===== config.mk =====
export PLATFORM = sky130hd
export DESIGN_NAME = memcfg_wb_bridge
export DESIGN_NICKNAME = d
export VERILOG_FILES = /design/src/rtl/memcfg_pkg.sv /design/src/rtl/memcfg_addr_decode.sv /design/src/rtl/memcfg_pwr_track.sv /design/src/rtl/memcfg_wb_bridge.sv
export SDC_FILE = /design/constraint.sdc
export NUM_CORES = 1
export LEC_CHECK = 0
export CAP_MARGIN = 25
export CELL_PAD_IN_SITES_DETAIL_PLACEMENT = 1
export CELL_PAD_IN_SITES_GLOBAL_PLACEMENT = 2
export CORE_MARGIN = 3
export CORE_UTILIZATION = 29
export DETAILED_ROUTE_END_ITERATION = 7
export GPL_TIMING_DRIVEN = 0
export HOLD_SLACK_MARGIN = 0.08
export PLACE_DENSITY = 0.78
export SETUP_SLACK_MARGIN = 0.5
export SLEW_MARGIN = 40
export SYNTH_ARGS = -nofsm -noshare
export SYNTH_HDL_FRONTEND = slang
export SYNTH_HIERARCHICAL = 1
export SYNTH_SLANG_ARGS = --single-unit

===== constraint.sdc =====
create_clock -name clk -period 2.47 [get_ports clk]
set_clock_uncertainty 0.15 [all_clocks]
set_input_delay 0.6175 -clock clk [delete_from_list [all_inputs] [get_ports clk]]
set_output_delay 0.6175 -clock clk [all_outputs]
set_load 0.01 [all_outputs]

===== src/rtl/memcfg_pkg.sv =====
package memcfg_pkg;

    // Controller command codes presented on cmd_code.
    typedef enum logic [3:0] {
        CFG_NONE     = 4'd0,
        CFG_MRS      = 4'd1,
        CFG_EMRS     = 4'd2,
        CFG_PD_IN    = 4'd3,
        CFG_PD_OUT   = 4'd4,
        CFG_DPD_IN   = 4'd5,
        CFG_DPD_OUT  = 4'd6,
        CFG_SR_IN    = 4'd7,
        CFG_SR_OUT   = 4'd8,
        CFG_STATUS   = 4'd9
    } cfg_cmd_e;

    // Number of one-hot addresses that carry a command (bit i -> code i+1).
    localparam int unsigned CFG_MAPPED_N = 9;

    // Mode register layout (low bits of the argument).
    typedef struct packed {
        logic [2:0] rd_lat;
        logic       wrap_il;
        logic [2:0] burst_len;
    } mr_fields_t;

    // Extended mode register layout (low bits of the argument).
    typedef struct packed {
        logic [2:0] drive;
        logic [1:0] temp_comp;
        logic [2:0] array_part;
    } emr_fields_t;

    typedef enum logic [1:0] {
        PWR_AWAKE = 2'd0,
        PWR_PD    = 2'd1,
        PWR_DPD   = 2'd2,
        PWR_SR    = 2'd3
    } pwr_state_e;

endpackage


===== src/rtl/memcfg_addr_decode.sv =====
module memcfg_addr_decode
    import memcfg_pkg::*;
#(
    parameter int unsigned ADR_W = 12,
    parameter int unsigned DAT_W = 32,
    parameter int unsigned ARG_W = 12
) (
    input  logic [ADR_W-1:0] adr,
    input  logic [DAT_W-1:0] dat,
    output cfg_cmd_e         kind,
    output logic [ARG_W-1:0] arg
);
    localparam int unsigned ONES_W = $clog2(ADR_W + 1);
    localparam int unsigned IDX_W  = $clog2(ADR_W);
    localparam int unsigned MR_W   = $bits(mr_fields_t);
    localparam int unsigned EMR_W  = $bits(emr_fields_t);

    logic [ONES_W-1:0] ones_d;
    logic [IDX_W-1:0]  idx_d;
    mr_fields_t        mr_d;
    emr_fields_t       emr_d;

    // Count set bits and remember the position of the highest one.
    always_comb begin
        ones_d = '0;
        idx_d  = '0;
        for (int i = 0; i < int'(ADR_W); i++) begin
            if (adr[i]) begin
                ones_d = ones_d + ONES_W'(1);
                idx_d  = IDX_W'(i);
            end
        end
    end

    // Field packing: only the bits that belong to a field survive.
    always_comb begin
        mr_d  = mr_fields_t'(dat[MR_W-1:0]);
        emr_d = emr_fields_t'(dat[EMR_W-1:0]);
    end

    always_comb begin
        kind = CFG_NONE;
        arg  = '0;
        if (ones_d == ONES_W'(1) && int'(idx_d) < int'(CFG_MAPPED_N)) begin
            kind = cfg_cmd_e'(4'(idx_d) + 4'd1);
        end
        case (kind)
            CFG_MRS:  arg = ARG_W'(mr_d);
            CFG_EMRS: arg = ARG_W'(emr_d);
            default:  arg = '0;
        endcase
    end

endmodule


===== src/rtl/memcfg_pwr_track.sv =====
module memcfg_pwr_track
    import memcfg_pkg::*;
(
    input  logic     clk,
    input  logic     rst_n,
    input  cfg_cmd_e kind,
    input  logic     issue,
    output logic     legal
);
    pwr_state_e state_d, state_q;

    always_comb begin
        state_d = state_q;
        legal   = 1'b1;
        case (kind)
            CFG_PD_IN, CFG_DPD_IN, CFG_SR_IN: legal = (state_q == PWR_AWAKE);
            CFG_PD_OUT:  legal = (state_q == PWR_PD);
            CFG_DPD_OUT: legal = (state_q == PWR_DPD);
            CFG_SR_OUT:  legal = (state_q == PWR_SR);
            default:     legal = 1'b1;
        endcase
        if (issue) begin
            case (kind)
                CFG_PD_IN:  state_d = PWR_PD;
                CFG_DPD_IN: state_d = PWR_DPD;
                CFG_SR_IN:  state_d = PWR_SR;
                CFG_PD_OUT, CFG_DPD_OUT, CFG_SR_OUT: state_d = PWR_AWAKE;
                default:    state_d = state_q;
            endcase
        end
    end

    always_ff @(posedge clk or negedge rst_n) begin
        if (!rst_n) state_q <= PWR_AWAKE;
        else        state_q <= state_d;
    end

    // a deep power-down is left only toward the awake state.
    a_r6_dpd_leaves_awake: assert property (@(posedge clk) disable iff (!rst_n)
        (state_q == PWR_DPD) |=> (state_q == PWR_DPD || state_q == PWR_AWAKE));

    // any low-power state is entered only from the awake state.
    a_r6_entry_from_awake: assert property (@(posedge clk) disable iff (!rst_n)
        (state_q != PWR_AWAKE && $changed(state_q)) |-> ($past(state_q) == PWR_AWAKE));

endmodule


===== src/rtl/memcfg_wb_bridge.sv =====
module memcfg_wb_bridge
    import memcfg_pkg::*;
#(
    parameter int unsigned ADR_W = 12,
    parameter int unsigned DAT_W = 32,
    parameter int unsigned ARG_W = 12
) (
    input  logic             clk,
    input  logic             rst_n,
    input  logic             wb_cyc,
    input  logic             wb_stb,
    input  logic             wb_we,
    input  logic [ADR_W-1:0] wb_adr,
    input  logic [DAT_W-1:0] wb_dat,
    output logic             wb_ack,
    output logic             wb_err,
    output logic             wb_rty,
    output logic             cmd_req,
    output logic [3:0]       cmd_code,
    output logic [ARG_W-1:0] cmd_arg,
    input  logic             cmd_accept
);
    typedef struct packed {
        logic             req;
        cfg_cmd_e         code;
        logic [ARG_W-1:0] arg;
        logic             owner;
        logic             ack;
        logic             err;
        logic             rty;
    } bridge_regs_t;

    bridge_regs_t     r_d, r_q;
    cfg_cmd_e         dec_kind;
    logic [ARG_W-1:0] dec_arg;
    logic             pwr_legal;
    logic             issue_d;

    memcfg_addr_decode #(
        .ADR_W (ADR_W),
        .DAT_W (DAT_W),
        .ARG_W (ARG_W)
    ) decode_i (
        .adr  (wb_adr),
        .dat  (wb_dat),
        .kind (dec_kind),
        .arg  (dec_arg)
    );

    memcfg_pwr_track pwr_i (
        .clk   (clk),
        .rst_n (rst_n),
        .kind  (dec_kind),
        .issue (issue_d),
        .legal (pwr_legal)
    );

    always_comb begin
        logic bus_on;
        logic resp_shown;
        r_d        = r_q;
        r_d.ack    = 1'b0;
        r_d.err    = 1'b0;
        r_d.rty    = 1'b0;
        issue_d    = 1'b0;
        bus_on     = wb_cyc & wb_stb;
        resp_shown = r_q.ack | r_q.err | r_q.rty;

        // Hand-off of the pending command.
        if (r_q.req && cmd_accept) begin
            r_d.req   = 1'b0;
            r_d.owner = 1'b0;
            if (r_q.owner && bus_on) r_d.ack = 1'b1;
        end else if (r_q.owner && !wb_cyc) begin
            r_d.owner = 1'b0;   // master walked away; command stays pending
        end

        // Decode of a fresh cycle.
        if (!r_q.owner && bus_on && !resp_shown) begin
            if (r_q.req) begin
                r_d.rty = 1'b1;
            end else if (!wb_we || dec_kind == CFG_NONE || !pwr_legal) begin
                r_d.err = 1'b1;
            end else begin
                r_d.req   = 1'b1;
                r_d.code  = dec_kind;
                r_d.arg   = dec_arg;
                r_d.owner = 1'b1;
                issue_d   = 1'b1;
            end
        end
    end

    always_ff @(posedge clk or negedge rst_n) begin
        if (!rst_n) begin
            r_q <= '{req: 1'b0, code: CFG_NONE, arg: '0, owner: 1'b0,
                     ack: 1'b0, err: 1'b0, rty: 1'b0};
        end else begin
            r_q <= r_d;
        end
    end

    assign wb_ack   = r_q.ack;
    assign wb_err   = r_q.err;
    assign wb_rty   = r_q.rty;
    assign cmd_req  = r_q.req;
    assign cmd_code = r_q.code;
    assign cmd_arg  = r_q.arg;

    // at most one termination per cycle.
    a_r9_one_resp: assert property (@(posedge clk) disable iff (!rst_n)
        $onehot0({wb_ack, wb_err, wb_rty}));

    // every termination lasts exactly one cycle.
    a_r9_pulse: assert property (@(posedge clk) disable iff (!rst_n)
        (wb_ack || wb_err || wb_rty) |=> !(wb_ack || wb_err || wb_rty));

    // an offered command is held unchanged until taken.
    a_r5_hold: assert property (@(posedge clk) disable iff (!rst_n)
        (cmd_req && !cmd_accept) |=> (cmd_req && $stable(cmd_code) && $stable(cmd_arg)));

    // acknowledge only right after an accept.
    a_r5_ack_after_accept: assert property (@(posedge clk) disable iff (!rst_n)
        wb_ack |-> $past(cmd_req && cmd_accept));

    // an error termination never comes with a new command.
    a_r7_err_no_issue: assert property (@(posedge clk) disable iff (!rst_n)
        wb_err |-> !$rose(cmd_req));

    // a retry is only given while a command was outstanding.
    a_r8_rty_pending: assert property (@(posedge clk) disable iff (!rst_n)
        wb_rty |-> $past(cmd_req));

endmodule


After elaboration in Yosys (flattened, before gate mapping)
Cells that the tools add are included.
Operators by class
  reduce and logical (&&, ||, !) cells: 20
  bitwise gates (word level): 5
  shifts and indexed selects: 0
  muxes and demuxes: 42
  div/mod/pow operators: 0
  add/sub/neg operators: 12
  equality and inequality tests: 12
  order comparisons: 1
  multipliers: 0
Operators by type and width (count)
  $mux W4: 16
  $mux W18: 3
  $add A4 B1 Y4 const B: 11
  $eq A4 B3 Y1 const B: 4
  $pmux W8 S2: 1
  $mux W1: 13
  $mux W3: 4
  $eq A4 B1 Y1 const B: 2
  $eq A4 B2 Y1 const B: 2
  $pmux W2 S4: 1
  $logic_and A1 B1 Y1: 6
  $mux W2: 3
  $reduce_or A3 Y1: 2
  $logic_not A1 Y1: 5
  $eq A2 B2 Y1 const B: 2
  $eq A4 B4 Y1 const B: 1
  $logic_not A4 Y1: 1
  $lt A4 B4 Y1 const B: 1
  $pmux W1 S4: 1
  $reduce_bool A4 Y1: 1
  $reduce_and A3 Y1: 1
  $add A1 B1 Y2 const B: 1
  $eq A2 B1 Y1 const B: 1
  $logic_not A2 Y1: 1
  5 further kinds: 8
Word-level totals
  bits in writable memories: 0
  memory bits (read-only): 0
  output and inout bits: 20
  memories: 0
  register bits: 23
  logic and storage cells: 100
  bits of input ports: 50
  bits in latches: 0

Depth between registers and ports, before layout
  depth in word-level cells: 35
  gate-level depth with buffers: 48
  depth with buffers taken out: 45

Cells and area by module
Netlist, hierarchy kept.
By module, submodules not included
  memcfg_addr_decode: times used 1, sequential area each 0.0 um2, cells an instance 186, area each 1320.0 um2
  memcfg_wb_bridge: times used 1, sequential area each 525.5 um2, cells an instance 69, area each 980.9 um2
  memcfg_pwr_track: times used 1, sequential area each 50.0 um2, cells an instance 24, area each 205.2 um2

Least setup slack after synthesis
Ideal clock, no wire load.
  kind: input to register
  start point: in wb_adr[0]
  end point: reg pwr_i.state_q[1]
  buffers on the path: 2
  cell stages on the path: 44
  path slack: -6.497 ns
  library setup time: 0.099 ns
  required time: 2.221 ns
  arrival time: 8.717 ns
  path through: inv_1 > ha_1 > xor2_2 > ha_1 > nand2_1 > o21ai_0 > ha_1 > mux2_2 > ha_1 > inv_1 > a22o_1 > nand2_1 > ha_1 > nor2_1 > a31oi_1 > ha_1 > nand2_1 > o21ai_0 > [8 not listed] > ha_1 > mux2_2 > ha_1 > nor2b_1 > mux2i_1 > a211oi_1 > nand3_1 > clkbuf_1 > nor3_1 > a21o_1 > a221o_1 > a311o_1 > nand3_2 > nor3_4 > buf_12 > nor2b_1 > a21oi_1 > a311oi_1
Between the ends
  word-level cells in the longest chain between the ends: 35
  elaborated cells between the ends (all ways): 45
  classes of those cells: 11 x add/sub; 7 x eq/ne; 18 x mux; 9 x reduce/logical
Ends and longest elaborated chain
  from (decl): RTL line memcfg_wb_bridge.sv:13  | input logic [ADR_W-1:0] wb_adr,
  $mux W1 (*): RTL line memcfg_addr_decode.sv:28  | if (adr[i]) begin
  $add A1 B1 Y2: RTL line memcfg_addr_decode.sv:29  | ones_d = ones_d + ONES_W'(1);
  $mux W4 (*): RTL line memcfg_addr_decode.sv:28
  $add A4 B1 Y4: RTL line memcfg_addr_decode.sv:29
  $mux W4 (*): RTL line memcfg_addr_decode.sv:28
  $add A4 B1 Y4: RTL line memcfg_addr_decode.sv:29
  $mux W4 (*): RTL line memcfg_addr_decode.sv:28
  $add A4 B1 Y4: RTL line memcfg_addr_decode.sv:29
  [18 not listed]
  via dec_kind[2]: RTL line memcfg_wb_bridge.sv:34  | cfg_cmd_e dec_kind;
  [3 not listed]
  via pwr_legal: RTL line memcfg_wb_bridge.sv:36  | logic pwr_legal;
  $logic_not A1 Y1 (*): RTL line memcfg_wb_bridge.sv:82  | end else if (!wb_we || dec_kind == CFG_NONE || !pwr_legal) begin
  $logic_or A1 B1 Y1 (*): RTL line memcfg_wb_bridge.sv:82
  $mux W1 (*): RTL line memcfg_wb_bridge.sv:82
  $mux W1 (*): RTL line memcfg_wb_bridge.sv:80  | if (r_q.req) begin
  $mux W1 (*): RTL line memcfg_wb_bridge.sv:79  | if (!r_q.owner && bus_on && !resp_shown) begin
  via issue_d: RTL line memcfg_wb_bridge.sv:37  | logic issue_d;
  $reduce_and A2 Y1 (no line) (*)
  to (signal assigned): RTL line memcfg_pwr_track.sv:35  | else state_q <= state_d;
  to (decl): RTL line memcfg_pwr_track.sv:10  | pwr_state_e state_d, state_q;
The timed path passes the listed nets; every way through them passes the cells marked *.
A chain may end at the register's enable or synchronous reset.

Worst setup path in the final report
  start point: in wb_adr[0]
  end point: reg pwr_i.state_q[0]
The elaborated chain is that of the path after synthesis.

==> flow_metrics.py <==
metrics = {
    "clocking": {
        "htree_levels": 1,
        "clk_pin_slew_ns": 0.08,
        "numCtsBuffers": 3,
        "cts_root_buffer": "clkbuf_8",
        "clk-insertion-delay-late_ns": 0.26,
        "cts_tree": "yes",
        "cts_max_path_buffers": 2,
        "cts.sinks": 23,
    },
    "cells_and_area": {
        "nNetsFinal": 441,
        "seqCellArea_um2": 577,
        "final_cell_mix": "buf_4, nand2_1, dfrtp_1",
        "fill_cells": 942,
        "diodes": 0,
        "final_layout_size_suffix_gt1_share_pct": 43.2,
        "multi_input_comb_area_mm2": 0.00199,
        "area_delta_synth_final_pct": 54.5,
        "final_common_cell": "buf_4",
        "fin_util_pct": 46.6,
    },
    "synth": {
        "synth_fa_ha_area_share_pct": 6.49,
        "synthSimpleGateAreaFrac_pct": 22.0,
        "synth_cells": 279,
        "synth_area_leader_cell": "dfrtp_1",
        "ys_warn_count": 6,
        "synth_compound_area_share_pct": 12.1,
        "synth_area_mm2": 0.00251,
        "async_reset_ff_share_pct": 100,
        "synth_top_area_share_pct": 23.0,
        "synth.distinct_cells": 64,
        "synth_top_family_by_area": "simple AND/OR/NAND/NOR gates",
        "avgSynthCellArea_um2": 8.98,
        "synth_flop_cell": "dfrtp_1",
        "ys_seq_elements": 23,
        "synth_edf_count": 0,
        "muxShareOfSynthArea_pct": 10.3,
        "synthTopCellsByArea": "dfrtp_1, buf_4, ha_1, nand2_1, mux2_2",
        "yosysSeqAreaShare_pct": 23.0,
        "synth_xor_xnor_area_share_pct": 14.1,
    },
    "global_routing": {
        "gr-usage-met2_pct": 24.1,
        "use_met1_pct": 19.2,
        "antenna_found_initial": 0,
        "grt_start_max_net_pins": 24,
        "grt_overflow": 0,
        "busiest_layer": "met2",
        "grt_use_total_pct": 14.0,
        "grt_pass1_wl_um": 11400,
        "use_met3_pct": 1.98,
        "grt_pass1_vias": 2360,
    },
    "sta": {
        "maxSlewViolCount": 0,
        "fmax_ghz": 0.125,
        "max-slew-margin-rel_pct": 52.6,
        "tightest_slew_ns": 0.691,
        "finalHoldViolCount": 0,
        "period_share_pct": 323,
        "finalSetupViolations": 21,
        "holdWs_ns": 0.176,
        "fin_crit_ns": 7.98,
        "grt_setup_unrepaired": "yes",
        "setup_ws_ns": -5.51,
    },
    "detailed_routing": {
        "vias": 2326,
        "dr.pass1.iters": 3,
        "drt-total-wl_um": 7230,
        "wire_per_inst_um": 15.0,
        "drt-initial-drc-count": 53,
        "post-route-drc-count": 0,
        "viasPerCell": 4.83,
        "antenna_left": 0,
    },
    "setup_path": {
        "r2r_slack_ns": 0.10,
        "max_stage_delay_ns": 0.33,
        "crit_top_cell": "ha_4",
        "path_max_fanout": 7,
        "r2r_cells": 9,
        "r2r_start": "pwr_i/state_q[0]$_DFFE_PN0P_",
        "crit_path_end_kind": "flip-flop",
        "r2r-end": "pwr_i/state_q[0]$_DFFE_PN0P_",
        "start_kind": "primary input",
        "cp.arrival_ns": 7.99,
        "crit_slowest_cell": "a221o_1",
        "worstPathRequired_ns": 2.48,
        "crit_type": "primary input to flip-flop",
    },
    "job": {
        "drv_cap": 0,
    },
    "place": {
        "port_buffers": 40,
        "gp_congestion": 0.820,
        "dp_hpwl_um": 5060,
    },
    "floorplanning": {
        "die-area_mm2": 0.00979,
        "core-area_mm2": 0.00830,
        "fp.dieW_um": 99.0,
        "ios": 70,
        "start_util_pct": 30.2,
        "dieHeight_um": 99.0,
        "row_count": 33,
    },
    "power": {
        "irDropWorstVdd_uv": 377,
        "power_leakage_nw": 1.81,
        "p_per_area_mw_per_mm2": 618,
    },
    "hold_path": {
        "min_path_type": "primary input to asynchronous set/reset pin",
    },
    "run_status": {
        "violations": "negative setup slack",
        "outcome": "finished with violations",
    },
}
## per-stage QoR
| stage | cells | setup TNS [ns] | setup WS (ns) | instance area (um^2) | total power [mW] |
|---|---|---|---|---|---|
| floorplan | 282 | -117.35 | -5.79 | 2680 | 1.37 |
| global placement | 427 | -148.44 | -7.31 | 3210 | 1.63 |
| detailed placement | 428 | -150.17 | -7.43 | 3210 | 1.67 |
| CTS | 467 | -112.37 | -5.41 | 3660 | 2.23 |
| global route | 482 | -119.76 | -5.78 | 3870 | 2.56 |
| finish | 482 | -114.22 | -5.51 | 3870 | 2.39 |
## worst max-delay path by stage
stage	from	to	slack, ns	cells after the start
after floorplan	wb_adr[0]	pwr_i/state_q[0]$_DFFE_PN0P_	-5.79	44
after detailed placement	wb_adr[1]	pwr_i/state_q[1]$_DFFE_PN0P_	-7.43	46
after global routing	wb_adr[0]	pwr_i/state_q[1]$_DFFE_PN0P_	-5.78	46
after global placement	wb_adr[0]	pwr_i/state_q[1]$_DFFE_PN0P_	-7.31	44
after CTS	wb_adr[1]	pwr_i/state_q[0]$_DFFE_PN0P_	-5.41	46
final	wb_adr[0]	pwr_i/state_q[0]$_DFFE_PN0P_	-5.51	46
## metal layers
layer / routed length, um / vias up / share of wire [%]
li1: - / 1152 / -
met1: 3370 / 1145 / 47
met2: 3670 / 23 / 51
met3: 128 / 6 / 1.8
met4: 61 / 0 / 0.84
met5: 0 / - / 0
## worst max-delay path, delay by kind of cell
kind / cells / cell delay, ns
adders and majority gates: 10 / 2.57
muxes: 2 / 0.56
buffers and inverters: 7 / 0.65
AOI/OAI and AO/OA: 12 / 2.18
and+or+nand+nor: 14 / 1.23
xor gates and xnor gates: 1 / 0.19
## sequential cells by signal, indices dropped and copies added, names as in the netlist
name	cells
cmd_arg	12
cmd_code	4
cmd_req	1
pwr_i/state_q	2
r_q	1
wb_ack	1
wb_err	1
wb_rty	1
## synth_stat cells, types with 4 or more instances
cell and number:
nand2_1 34, mux2_4 7, buf_4 22, nor2b_1 4, a21oi_1 8, nand3b_1 6, xnor2_1 10, nand3_1 5
dfrtp_1 23, nor2_1 16, o21ai_0 11, ha_1 13, inv_1 15, nor3_1 5, clkbuf_1 8, xor2_1 7
mux2_2 11, nor4_1 9
## where the power goes
| part | total (mW) | internal, mW | switching (mW) |
|---|---|---|---|
| Combinational | 1.74 | 0.898 | 0.841 |
| Clock | 0.239 | 0.113 | 0.126 |
| Sequential | 0.415 | 0.400 | 0.0151 |
## what timing repair did
action / in CTS / in global routing
hold buffers: 0 / 0
setup buffers: 35 / 15
endpoints found under the setup margin: 39 / 23
pin swaps: 25 / 22
resized for setup: 58 / 23
## final cells by class
cell class / count / share of cell area (%)
Sequential cell: 23 / 14.9
Clock buffer: 3 / 1.07
Timing Repair Buffer: 91 / 20.8
Inverter: 16 / 1.94
Clock inverter: 1 / 0.129
Buffer: 33 / 6.43
Multi-Input combinational cell: 210 / 51.3
Tap cell: 105 / 3.39
## logic make-up after synthesis
logic type,after synthesis
simple gates,101
xor+xnor,27
mux,21
compound gates,44
other cells,1
flops,23
fa+ha+maj,13
buf+inv,49
No activity file was read; power rests on OpenSTA's default activity.
